<file path="src/rtl/pio_fis_pkg.sv">
package pio_fis_pkg;
  localparam int FIS_BYTES = 20;
  localparam logic [7:0] FIS_T_PIO = 8'h5F;
  localparam logic [7:0] FIS_T_D2H = 8'h34;
  localparam int IBIT_POS = 6;
  localparam int STS_ERR_BIT = 0;
  localparam int IRQ_DHRS = 0;
  localparam int IRQ_PSS = 1;
  localparam int IRQ_TFES = 30;
  localparam int CNT_LO_IDX = 16;
  localparam int CNT_HI_IDX = 17;

  typedef enum logic [1:0] {ST_IDLE, ST_EMIT, ST_WAIT} fsm_t;
  typedef enum logic {FK_PIO, FK_D2H} fis_kind_t;
endpackage

</file>
<file path="src/rtl/fisgen_drq_track.sv">
module fisgen_drq_track (
  input  logic       clk,
  input  logic       rst_n,
  input  logic       cmd_start,
  input  logic       cmd_write,
  input  logic       cmd_atapi,
  input  logic       err_wr,
  input  logic [7:0] err_in,
  input  logic       drq_complete,
  output logic       first_done,
  output logic       is_write,
  output logic       is_atapi,
  output logic [7:0] err_q
);
  always_ff @(posedge clk or negedge rst_n) begin
    if (!rst_n) begin
      first_done <= 1'b0;
      is_write   <= 1'b0;
      is_atapi   <= 1'b0;
      err_q      <= '0;
    end else if (cmd_start) begin
      first_done <= 1'b0;
      is_write   <= cmd_write;
      is_atapi   <= cmd_atapi;
      err_q      <= '0;
    end else begin
      if (drq_complete) first_done <= 1'b1;
      if (err_wr) err_q <= err_in;
    end
  end
endmodule

</file>
<file path="src/rtl/fisgen_byte_sel.sv">
module fisgen_byte_sel
  import pio_fis_pkg::*;
#(
  parameter int IDX_W = 5
) (
  input  fis_kind_t        kind,
  input  logic [IDX_W-1:0] idx,
  input  logic [7:0]       status,
  input  logic [7:0]       error,
  input  logic [15:0]      count,
  input  logic             ibit,
  output logic [7:0]       data
);
  always_comb begin
    data = '0;
    case (idx)
      IDX_W'(0): data = (kind == FK_PIO) ? FIS_T_PIO : FIS_T_D2H;
      IDX_W'(1): data[IBIT_POS] = ibit;
      IDX_W'(2): data = status;
      IDX_W'(3): data = error;
      IDX_W'(CNT_LO_IDX): data = count[7:0];
      IDX_W'(CNT_HI_IDX): data = count[15:8];
      default: data = '0;
    endcase
  end
endmodule

</file>
<file path="src/rtl/fisgen_irq_reg.sv">
module fisgen_irq_reg #(
  parameter int IRQ_W = 32
) (
  input  logic             clk,
  input  logic             rst_n,
  input  logic [IRQ_W-1:0] set_vec,
  input  logic [IRQ_W-1:0] clr_vec,
  output logic [IRQ_W-1:0] q
);
  for (genvar b = 0; b < IRQ_W; b++) begin : g_bit
    always_ff @(posedge clk or negedge rst_n) begin
      if (!rst_n) q[b] <= 1'b0;
      else if (set_vec[b]) q[b] <= 1'b1;
      else if (clr_vec[b]) q[b] <= 1'b0;
    end
  end
endmodule

</file>
<file path="src/rtl/pio_fis_gen.sv">
module pio_fis_gen
  import pio_fis_pkg::*;
#(
  parameter int ADDR_W = 8,
  parameter int IRQ_W = 32,
  parameter logic [ADDR_W-1:0] PIO_BASE = 'h20,
  parameter logic [ADDR_W-1:0] D2H_BASE = 'h40
) (
  input  logic              clk,
  input  logic              rst_n,
  input  logic              cmd_start,
  input  logic              cmd_write,
  input  logic              cmd_atapi,
  input  logic              err_wr,
  input  logic [7:0]        err_in,
  input  logic              drq_valid,
  output logic              drq_ready,
  input  logic [7:0]        drq_status,
  input  logic [15:0]       drq_count,
  input  logic              data_done,
  input  logic              d2h_valid,
  output logic              d2h_ready,
  input  logic [7:0]        d2h_status,
  output logic              wr_valid,
  input  logic              wr_ready,
  output logic [ADDR_W-1:0] wr_addr,
  output logic [7:0]        wr_data,
  input  logic [IRQ_W-1:0]  irq_clear,
  output logic [IRQ_W-1:0]  irq_status
);
  localparam int IDX_W = $clog2(FIS_BYTES);
  localparam logic [IDX_W-1:0] IDX_LAST = IDX_W'(FIS_BYTES - 1);

  fsm_t             state_q;
  fis_kind_t        kind_q;
  logic [IDX_W-1:0] idx_q;
  logic [7:0]       sts_q;
  logic [7:0]       errl_q;
  logic [15:0]      cnt_q;
  logic             ibit_q;

  logic       first_done, is_write, is_atapi;
  logic [7:0] err_q;
  logic       wr_fire, last_fire, skip_data, drq_complete;
  logic [IRQ_W-1:0] irq_set;

  assign drq_ready = (state_q == ST_IDLE);
  assign d2h_ready = (state_q == ST_IDLE) && !drq_valid;
  assign wr_valid  = (state_q == ST_EMIT);
  assign wr_fire   = wr_valid && wr_ready;
  assign last_fire = wr_fire && (idx_q == IDX_LAST);
  assign skip_data = is_atapi && !first_done;
  assign drq_complete = (state_q == ST_WAIT) && (skip_data || data_done);
  assign wr_addr = ((kind_q == FK_PIO) ? PIO_BASE : D2H_BASE) + ADDR_W'(idx_q);

  always_ff @(posedge clk or negedge rst_n) begin
    if (!rst_n) begin
      state_q <= ST_IDLE;
      kind_q  <= FK_PIO;
      idx_q   <= '0;
      sts_q   <= '0;
      errl_q  <= '0;
      cnt_q   <= '0;
      ibit_q  <= 1'b0;
    end else begin
      case (state_q)
        ST_IDLE: begin
          idx_q  <= '0;
          errl_q <= err_q;
          if (drq_valid) begin
            kind_q  <= FK_PIO;
            sts_q   <= drq_status;
            cnt_q   <= drq_count;
            ibit_q  <= first_done || (!is_atapi && !is_write);
            state_q <= ST_EMIT;
          end else if (d2h_valid) begin
            kind_q  <= FK_D2H;
            sts_q   <= d2h_status;
            cnt_q   <= '0;
            ibit_q  <= 1'b1;
            state_q <= ST_EMIT;
          end
        end
        ST_EMIT: begin
          if (wr_fire) begin
            if (idx_q == IDX_LAST) begin
              idx_q   <= '0;
              state_q <= (kind_q == FK_PIO) ? ST_WAIT : ST_IDLE;
            end else begin
              idx_q <= idx_q + 1'b1;
            end
          end
        end
        ST_WAIT: begin
          if (drq_complete) state_q <= ST_IDLE;
        end
        default: state_q <= ST_IDLE;
      endcase
    end
  end

  always_comb begin
    irq_set = '0;
    irq_set[IRQ_DHRS] = last_fire && (kind_q == FK_D2H);
    irq_set[IRQ_PSS]  = drq_complete && ibit_q;
    irq_set[IRQ_TFES] = last_fire && sts_q[STS_ERR_BIT];
  end

  fisgen_drq_track u_track (
    .clk(clk), .rst_n(rst_n), .cmd_start(cmd_start), .cmd_write(cmd_write),
    .cmd_atapi(cmd_atapi), .err_wr(err_wr), .err_in(err_in),
    .drq_complete(drq_complete), .first_done(first_done),
    .is_write(is_write), .is_atapi(is_atapi), .err_q(err_q)
  );

  fisgen_byte_sel #(.IDX_W(IDX_W)) u_bytes (
    .kind(kind_q), .idx(idx_q), .status(sts_q), .error(errl_q),
    .count(cnt_q), .ibit(ibit_q), .data(wr_data)
  );

  fisgen_irq_reg #(.IRQ_W(IRQ_W)) u_irq (
    .clk(clk), .rst_n(rst_n), .set_vec(irq_set), .clr_vec(irq_clear),
    .q(irq_status)
  );
endmodule

</file>
<file path="config.mk">
export PLATFORM = sky130hd
export DESIGN_NAME = pio_fis_gen
export DESIGN_NICKNAME = d
export VERILOG_FILES = /design/src/rtl/pio_fis_pkg.sv /design/src/rtl/fisgen_drq_track.sv /design/src/rtl/fisgen_byte_sel.sv /design/src/rtl/fisgen_irq_reg.sv /design/src/rtl/pio_fis_gen.sv
export SDC_FILE = /design/constraint.sdc
export NUM_CORES = 1
export LEC_CHECK = 0
export ABC_CLOCK_PERIOD_IN_PS = 2029
export BUFFER_PORTS_ARGS = -buffer_cell sky130_fd_sc_hd__buf_2
export CAP_MARGIN = 20
export CORE_MARGIN = 2
export CORE_UTILIZATION = 47
export DETAILED_ROUTE_END_ITERATION = 7
export PLACE_DENSITY_LB_ADDON = 0.2
export SYNTH_ARGS = -nofsm -noshare
export SYNTH_HDL_FRONTEND = slang
export SYNTH_SLANG_ARGS = --single-unit
</file>
<file path="constraint.sdc">
create_clock -name clk -period 2.03 [get_ports clk]
set_clock_uncertainty 0.1 [all_clocks]
set_input_delay 0.5075 -clock clk [delete_from_list [all_inputs] [get_ports clk]]
set_output_delay 0.5075 -clock clk [all_outputs]
set_load 0.05 [all_outputs]
</file>
### Word level (Yosys, flattened, before mapping)

Cells that the tools add are included.

* $add $sub $neg: 2
* multipliers: 0
* div/mod/pow operators: 0
* order comparisons: 0
* equal/unequal tests: 12
* shift operators: 0
* mux-type cells: 32
* bitwise operators: 0
* reduce and logical (&&, ||, !) cells: 27

Operators by type and width (number)
* two-way mux 16 bit: 2
* two-way mux 8 bit: 4
* case mux 6 bit (5 select lines): 1
* == test 5 bit, second input constant: 3
* two-way mux 7 bit: 2
* nonzero test 2 bit: 7
* two-way mux 2 bit: 6
* two-way mux 1 bit: 11
* == test 5 x 2 -> 1 bit, second input constant: 2
* two-way mux 5 bit: 2
* case mux 5 bit (2 select lines): 1
* logical AND 1 bit: 9
* adder 7 x 5 -> 8 bit: 1
* case mux 1 bit (6 select lines): 1
* case mux 2 bit (3 select lines): 1
* adder 5 x 1 -> 5 bit, second input constant: 1
* == test 5 x 1 -> 1 bit, second input constant: 1
* zero test 5 bit: 1
* case mux 1 bit (5 select lines): 1
* zero test 1 bit: 4
* inequality test 2 x 1 -> 1 bit, second input constant: 2
* AND reduction 2 bit: 2
* AND reduction 4 bit: 1
* inequality test 3 x 2 -> 1 bit, second input constant: 1
* 5 further kinds: 6

* register bits after elaboration: 55
* bits in latches: 0
* RAM bits: 0
* memory bits (read-only): 0
* input port bits: 82
* output and inout port bits: 51
* logic and storage cells: 87
* memories kept: 0

### Longest topological paths before layout

Gate-level depths: netlist of run 1.

* word-level depth: 6
* gate-level depth with buffers: 6
* mapped depth without buffers: 5

### By module

A second synthesis of run 1 with hierarchy kept.

* cells, all modules: 312
* area total of the unflattened synthesis: 3776.1 um2

Modules (own cells, without submodules)
* pio_fis_gen: instances 1, cells each 136, area an instance 1829.3 um2, seq. area each 1026.0 um2
* fisgen_irq_reg: instances 1, cells each 96, area an instance 1161.1 um2, seq. area each 800.8 um2
* fisgen_drq_track: instances 1, cells each 33, area an instance 437.9 um2, seq. area each 275.3 um2
* fisgen_byte_sel: instances 1, cells each 47, area an instance 347.8 um2, seq. area each 0.0 um2

### Worst setup path before layout of run 1

No wires, ideal clock.

* path kind: reg-to-output
* start: register idx_q[1]
* end: output port wr_data[6]
* arrival time: 1.976 ns
* required time: 1.422 ns
* slack: -0.554 ns
* cell stages (with the launch flop): 7
* path buffers: 1
* path through: dfrtp_1 inv_1 ha_1 nor4bb_1 clkbuf_1 a22oi_1 nand3_1

* longest elaborated chain between the ends: 2

Ends and longest elaborated chain
* start, declared: RTL line pio_fis_gen.sv:36 `logic [IDX_W-1:0] idx_q;`
* start signal, assigned: RTL line pio_fis_gen.sv:90 `idx_q <= idx_q + 1'b1;`
* == test 5 bit, or another cell as far along: RTL line fisgen_byte_sel.sv:16 `case (idx)`
* case mux 1 bit (6 select lines) *: RTL line fisgen_byte_sel.sv:16
* end, declared: RTL line pio_fis_gen.sv:27 `output logic [7:0] wr_data,`

Mark *: on every way between the ends. The rest lies on a longest branch, timed or not.

### Final worst setup path of run 1

* start: register idx_q[1]
* end: output port wr_data[7]

* longest elaborated chain between the ends: 2

Ends and longest elaborated chain (RTL line)
* == test 5 bit, or another cell as far along: fisgen_byte_sel.sv:16
* case mux 1 bit (5 select lines) *: fisgen_byte_sel.sv:16

Marks and branches as above.

==> results.py, run 1 <==
metrics = {
    "power": {
        "ir_worst_vdd_uv": 1807,
        "cellPowerDensity_nw_per_um2": 1601,
        "power_leakage_nw": 1.871,
    },
    "drt": {
        "ant_nets": 0,
        "post-route-drc-count": 0,
        "wl_per_cell_um": 15.91,
        "via_count": 2205,
        "vias_per_cell": 5.164,
        "dr.pass1.iters": 4,
        "drt_iter0_drc": 64,
        "wirelength_um": 6795,
    },
    "setup_path": {
        "crit_arrival_ps": 1890,
        "ff2ff_path_depth": 6,
        "worstSetupEndpointType": "output port",
        "worstReg2RegEnd": "idx_q[1]$_DFFE_PN0P_",
        "cp_common_cell": "buf_6",
        "crit_path_start_kind": "register",
        "path_class": "register to output port",
        "crit_chain": "buf_6 > ha_4 > nor4b_4 > buf_4 > a221o_2 > buf_6",
        "reg2reg_from": "idx_q[1]$_DFFE_PN0P_",
        "cpPeakStageDelay_ps": 530,
        "crit_slowest_cell": "dfrtp_4",
        "cp.required_ps": 1420,
        "crit_fanout": 4,
        "r2r_setup_slack_ps": 220,
    },
    "logic_synthesis": {
        "synth_common_cells": "dfrtp_1, buf_4, mux2_2, a22o_1, a22oi_1",
        "synthTopCellsByArea": "dfrtp_1, mux2_2, buf_4",
        "yosys.area.top_type_share": 0.4705,
        "synth.most_common_cell": "dfrtp_1",
        "synth_seq_cells": 55,
        "yosysTopAreaCell": "dfrtp_1",
        "syn-cell-area_sq_um": 2925,
        "async_reset_ff_frac": 1.000,
        "yosysSeqAreaShare": 0.4705,
        "synth_edf_count": 0,
        "syn_avg_cell_area_sq_um": 11.56,
        "synth-main-ff-cell": "dfrtp_1",
        "synthDistinctLibCells": 44,
        "synth_cells": 253,
        "ys_warn_count": 0,
    },
    "floorplan": {
        "initial_core_util": 0.4912,
        "coreArea_sq_um": 5956,
        "die_h_um": 82.89,
        "die_w_um": 82.89,
        "row_count": 28,
        "pin_count": 133,
        "fp.dieArea_sq_um": 6871,
    },
    "finish": {
        "drive_above_1_share": 0.5142,
        "syn_to_final_growth_pct": 31.14,
        "finalNonFillerCells": 427,
        "num-nets-final": 437,
        "n_antenna_cell": 0,
    },
    "grt": {
        "grt-ovfl-total": 0,
        "grt_usage": 0.2020,
        "grt_pass1_vias": 2309,
        "grt_antenna_before_repair": 0,
        "grt_pass1_wl_um": 11240,
        "grt_max_degree": 36,
    },
    "worst_hold_path": {
        "min_to": "u_irq.q[0]$_DFFE_PN0P_",
        "min_from": "irq_clear[0]",
        "hp-class": "input pin to register",
        "whs_path_depth": 2,
    },
    "clocking": {
        "worstSkewPairLatency_ps": 310,
        "clk_path_buf_depth": 2,
        "cts_tree": "built",
        "htreeDepth": 2,
        "clkSlewWorstSetupHoldPaths_ps": 100,
        "clock_sinks": 55,
        "numCtsBuffers": 5,
        "cts-root-buf": "clkbuf_8",
    },
    "outcome": {
        "violations": "setup timing",
        "status": "complete, but fails checks",
    },
    "job": {
        "drv_cap": 0,
    },
    "timing": {
        "hold_viol": 0,
        "period_minus_slack_ps": 2497,
        "tns_ps": -3441,
        "min_period_over_period": 1.230,
        "max_clock_freq_ghz": 0.4005,
        "setup_viol": 9,
        "rsz0062_at_grt": "yes",
        "slew_violations": 0,
        "finalWorstSetupSlack_ps": -466.9,
    },
    "placement": {
        "portBuffers": 73,
        "place.gp.congestion": 0.8258,
        "dp_hpwl_um": 4928,
        "dp_cells": 408,
    },
}
-- repair_timing --
item	4_1_cts	5_1_grt
gates resized for setup	34	9
hold buffers	1	0
endpoints found under the setup margin	9	11
pin swaps	5	3
buffers inserted	7	3
hold endpoints to repair	10	0
-- cells by family after synthesis --
kind of cell	after synthesis	share of synthesized area
buffers and inverters	56	0.1279
AO/OA/AOI/OAI	55	0.1476
flip-flops	55	0.4705
AND/OR/NAND/NOR	45	0.09837
multiplexers	37	0.1373
adder cells (fa/ha/maj)	4	0.01711
other	1	0.001282
-- layout by cell type (no fill, tap or decap), drive strengths merged, types with 2 or more instances in the layout --
cell,synthesis,routed
nand2b,2,2
inv,11,12
and4bb,2,2
o211ai,2,2
nand3,8,8
nor2b,5,5
a32oi,2,2
a21oi,2,2
nor3,2,2
nor2,12,12
a22oi,13,13
clkbuf,2,5
nand2,6,6
ha,4,4
o22ai,3,3
mux2,25,25
a22o,18,18
mux2i,12,12
dfrtp,55,55
nor4b,2,2
conb,1,30
a211oi,2,2
o21ai,5,5
buf,43,106
-- flip-flops by register name, summed over array words and instances (netlist names) --
register            cells
kind_q                  1
ibit_q                  1
state_q                 2
u_track.first_done      1
u_track.err_q           8
u_track.is_atapi        1
errl_q                  8
u_track.is_write        1
sts_q                   8
u_irq.q                 3
cnt_q                  16
idx_q                   5
-- worst max path at each step --
stage                               startpoint         end  cells after the start
after floorplan           idx_q[0]$_DFFE_PN0P_  wr_data[6]                      5
after global placement    idx_q[0]$_DFFE_PN0P_  wr_data[6]                      6
after detailed placement  idx_q[0]$_DFFE_PN0P_  wr_data[6]                      6
after CTS                 idx_q[1]$_DFFE_PN0P_  wr_data[7]                      6
after global routing      idx_q[0]$_DFFE_PN0P_  wr_data[0]                      7
final                     idx_q[1]$_DFFE_PN0P_  wr_data[7]                      6
-- where the power goes --
group | switching [W] | total [W] | internal (W)
Sequential | 0.000393 | 0.00191 | 0.00151
Combinational | 0.00193 | 0.00348 | 0.00155
Clock | 0.000383 | 0.000756 | 0.000372
Total | 0.00270 | 0.00614 | 0.00344
-- routing by layer --
metal  vias to the layer above  global-route usage  share of wire
met1                      1088              0.2671           0.45
met3                         5             0.03777          0.042
met2                        64              0.3460           0.50
li1                       1048                   -              -
met5                         -                   0              0
met4                         0             0.04471         0.0081
-- worst max-delay path: cells and delay by family, from the launching register on --
kind            cells  cell delay, ps
compound gates      1             350
fa+ha+maj           1             140
buf+inv             3             420
flops               1             530
simple gates        1             130
-- area by class of cell --
class / count / area, sq um
Clock buffer: 5 / 68.82
Clock inverter: 3 / 46.29
Fill cell: 482 / 2120
Inverter: 11 / 46.29
Multi-Input combinational cell: 171 / 1460
Sequential cell: 55 / 1390
Tap cell: 75 / 93.84
Timing Repair Buffer: 107 / 730.7
-- through the flow --
step                      area [sq um]  setup WS (ps)  hold slack [ps]  power [W]  utilization
after floorplan                   3139         -154.7            111.9   0.004050            -
after global placement            3460         -285.9            305.6   0.004763       0.5809
after detailed placement          3460         -305.1            311.6   0.004815       0.5809
after CTS                         3781         -461.6            273.5   0.006032       0.6349
after global routing              3836         -518.5            275.4   0.006458       0.6441
final                             3836         -466.9            280.5   0.006143       0.6441
(Power assumes the default switching activity.)
==> run 2, diff against run 1 <==
--- a/config.mk
+++ b/config.mk
@@ -5,13 +5,15 @@
 export SDC_FILE = /design/constraint.sdc
 export NUM_CORES = 1
 export LEC_CHECK = 0
+export ABC_AREA = 1
 export ABC_CLOCK_PERIOD_IN_PS = 2029
 export BUFFER_PORTS_ARGS = -buffer_cell sky130_fd_sc_hd__buf_2
 export CAP_MARGIN = 20
 export CORE_MARGIN = 2
-export CORE_UTILIZATION = 47
+export CORE_UTILIZATION = 48
 export DETAILED_ROUTE_END_ITERATION = 7
-export PLACE_DENSITY_LB_ADDON = 0.2
+export PLACE_DENSITY = 0.78
+export SETUP_SLACK_MARGIN = 0.5
 export SYNTH_ARGS = -nofsm -noshare
 export SYNTH_HDL_FRONTEND = slang
 export SYNTH_SLANG_ARGS = --single-unit
==> results.py, run 2 <==
metrics = {
    "drt": {
        "dr.pass1.iters": 5,
        "wl_per_cell_um": 17.12,
        "post-route-drc-count": 0,
        "via_count": 3151,
        "wirelength_um": 9708,
        "vias_per_cell": 5.557,
        "drt_iter0_drc": 331,
        "ant_nets": 0,
    },
    "logic_synthesis": {
        "synth_top_family_by_area": "simple AND/OR/NAND/NOR gates",
        "synthTopCellsByArea": "dfrtp_1, nand2_1, buf_4",
        "yosysTopAreaCell": "dfrtp_1",
        "synth_edf_count": 0,
        "synth-simple-area-share": 0.2541,
        "yosys.area.top_type_share": 0.4472,
        "syn-cell-area_sq_um": 3078,
        "synth_cells": 387,
        "synth-main-ff-cell": "dfrtp_1",
        "synthDistinctLibCells": 27,
        "synth_common_cells": "nand2_1, dfrtp_1, inv_1, nor2_1, nand3_1",
        "synthMuxAreaShare": 0,
        "synth_compound_area_frac": 0.1069,
        "ys_warn_count": 0,
        "synth_xor_area_frac": 0.002846,
        "async_reset_ff_frac": 1.000,
        "yosysSeqAreaShare": 0.4472,
        "synth_seq_cells": 55,
        "synth.most_common_cell": "nand2_1",
        "synth_fa_ha_area_frac": 0.01626,
        "syn_avg_cell_area_sq_um": 7.953,
    },
    "timing": {
        "hold_viol": 0,
        "max_clock_freq_ghz": 0.4289,
        "min_period_over_period": 1.149,
        "rsz0062_at_grt": "yes",
        "period_minus_slack_ps": 2332,
        "finalWorstSetupSlack_ps": -301.7,
        "slew_violations": 0,
        "setup_viol": 8,
    },
    "finish": {
        "finish.utilization": 0.7168,
        "fillerInstances": 417,
        "n_antenna_cell": 0,
        "largest_reg_flops": 16,
        "final_common_cell": "buf_2",
        "drive_above_1_share": 0.4388,
        "largest_register": "cnt_q",
        "post-route-cell-area_sq_um": 4499,
        "multi_input_area_sq_um": 1664,
        "final_cell_mix": "buf_2, nand2_1, dfrtp_1",
        "num-nets-final": 575,
        "syn_to_final_growth_pct": 46.18,
        "seq_area_sq_um": 1385,
    },
    "power": {
        "cellPowerDensity_nw_per_um2": 1494,
        "ir_worst_vdd_uv": 918.4,
        "power_leakage_nw": 2.219,
    },
    "grt": {
        "grt_pass1_vias": 2775,
        "grt_usage": 0.2310,
        "grt_antenna_before_repair": 0,
        "grt_max_degree": 38,
        "grt-ovfl-total": 0,
        "grt_pass1_wl_um": 13150,
    },
    "floorplan": {
        "row_count": 29,
        "die_w_um": 84.08,
        "fp.dieArea_sq_um": 7069,
        "initial_core_util": 0.4903,
        "pin_count": 133,
        "coreArea_sq_um": 6277,
        "die_h_um": 84.08,
    },
    "setup_path": {
        "reg2reg_from": "idx_q[0]$_DFFE_PN0P_",
        "cp.required_ps": 1420,
        "crit_path_start_kind": "register",
        "worstSetupEndpointType": "output port",
        "path_class": "register to output port",
        "ff2ff_path_depth": 8,
        "crit_arrival_ps": 1720,
        "worstReg2RegEnd": "idx_q[4]$_DFFE_PN0P_",
        "r2r_setup_slack_ps": 260,
        "crit_fanout": 7,
    },
    "clocking": {
        "htreeDepth": 2,
        "numCtsBuffers": 5,
        "clock_sinks": 55,
        "cts-root-buf": "clkbuf_8",
        "worstSkewPairLatency_ps": 320,
        "clkSlewWorstSetupHoldPaths_ps": 100,
        "cts_tree": "built",
        "clk_path_buf_depth": 2,
    },
    "placement": {
        "place.gp.congestion": 0.8648,
        "portBuffers": 73,
        "dp_hpwl_um": 5422,
        "placed_area_sq_um": 3572,
        "pre_cts_ws_ps": -42.60,
    },
    "outcome": {
        "violations": "setup timing",
        "status": "complete, but fails checks",
    },
    "job": {
        "drv_cap": 0,
    },
    "worst_hold_path": {
        "hp-class": "input pin to async pin",
    },
}
-- run 2: changes by cell type in the layout (fill, tap and decap cells not counted), moves of 12 or more --
| cell | before | now |
|---|---|---|
| nand2_4 | 0 | 14 |
| nor2_1 | 11 | 26 |
| a22o_1 | 18 | 0 |
| o21ai_1 | 0 | 21 |
| nand2_2 | 3 | 18 |
| nand3_1 | 4 | 30 |
| nand2_1 | 3 | 49 |
| nand4_1 | 1 | 21 |
| buf_4 | 28 | 16 |
| buf_8 | 4 | 19 |
| inv_1 | 9 | 35 |
| mux2_2 | 25 | 0 |
| mux2i_1 | 12 | 0 |
-- run 2: cell type report --
class,count,share of cell area
multi-input cells,262,0.3699
clock buffers,5,0.01529
repair buffers,114,0.2311
clock inverters,3,0.005840
inverters,51,0.04867
flip-flops and latches,55,0.3078
well taps,77,0.02141
-- run 2: cell families (layout without fill, tap and decap cells) --
group	after synthesis	in the layout
other	1	30
AOI/OAI and AO/OA	52	52
and+or+nand+nor	175	175
buffers and inverters	99	173
adders and majority gates	4	4
xor gates and xnor gates	1	1
DFF	55	55
-- run 2: worst max-delay path, stage by stage (launching register included) --
cell     delay [ps]
dfrtp_2         440
nor2_4          240
buf_6           170
nand3_4         100
nor2_2          140
nor2_1           80
nand2_2          80
buf_6           160
-- run 2: where the power goes --
| part | internal [W] | switching, W |
|---|---|---|
| logic | 0.00179 | 0.00252 |
| clock network | 0.000255 | 0.000397 |
| registers | 0.00145 | 0.000311 |
-- run 2: how the worst max path moves through the flow --
stage                     depth (start not counted)    endpoint  slack (ps)                 start
after detailed placement                          9  wr_data[7]         -40  idx_q[0]$_DFFE_PN0P_
final                                             7  wr_data[6]        -300  idx_q[2]$_DFFE_PN0P_
after global placement                            9  wr_data[4]          -1  idx_q[0]$_DFFE_PN0P_
after CTS                                         7  wr_data[7]        -240  idx_q[3]$_DFFE_PN0P_
after global routing                              7  wr_data[6]        -390  idx_q[2]$_DFFE_PN0P_
after floorplan                                   6  wr_data[2]         -80  idx_q[0]$_DFFE_PN0P_
-- run 2: what timing repair did --
action,CTS,global route
hold buffers,0,0
gates resized for setup,93,75
gates cloned,1,4
endpoints found under the setup margin,25,45
buffers inserted,3,12
pin swaps,6,16
-- run 2: stage by stage --
stage                     TNS (ps)  total power [W]  instances  hold slack, ps
after floorplan             -83.11         0.003826        416           111.9
after global placement      -1.354         0.004393        539           354.2
after detailed placement    -60.75         0.004479        539           361.3
after CTS                    -1749         0.005838        551           37.95
after global routing         -2720         0.006978        567           68.29
final                        -2249         0.006723        567           33.23
-- run 2: per-layer routing --
| metal | up-vias | part of all wire | wire [um] | global-route usage |
|---|---|---|---|---|
| li1 | 1392 | - | - | - |
| met1 | 1489 | 0.38 | 3690 | 0.2897 |
| met2 | 216 | 0.49 | 4793 | 0.3903 |
| met3 | 54 | 0.081 | 791 | 0.04253 |
| met4 | 0 | 0.045 | 433 | 0.09677 |
| met5 | - | 0 | 0 | 0 |
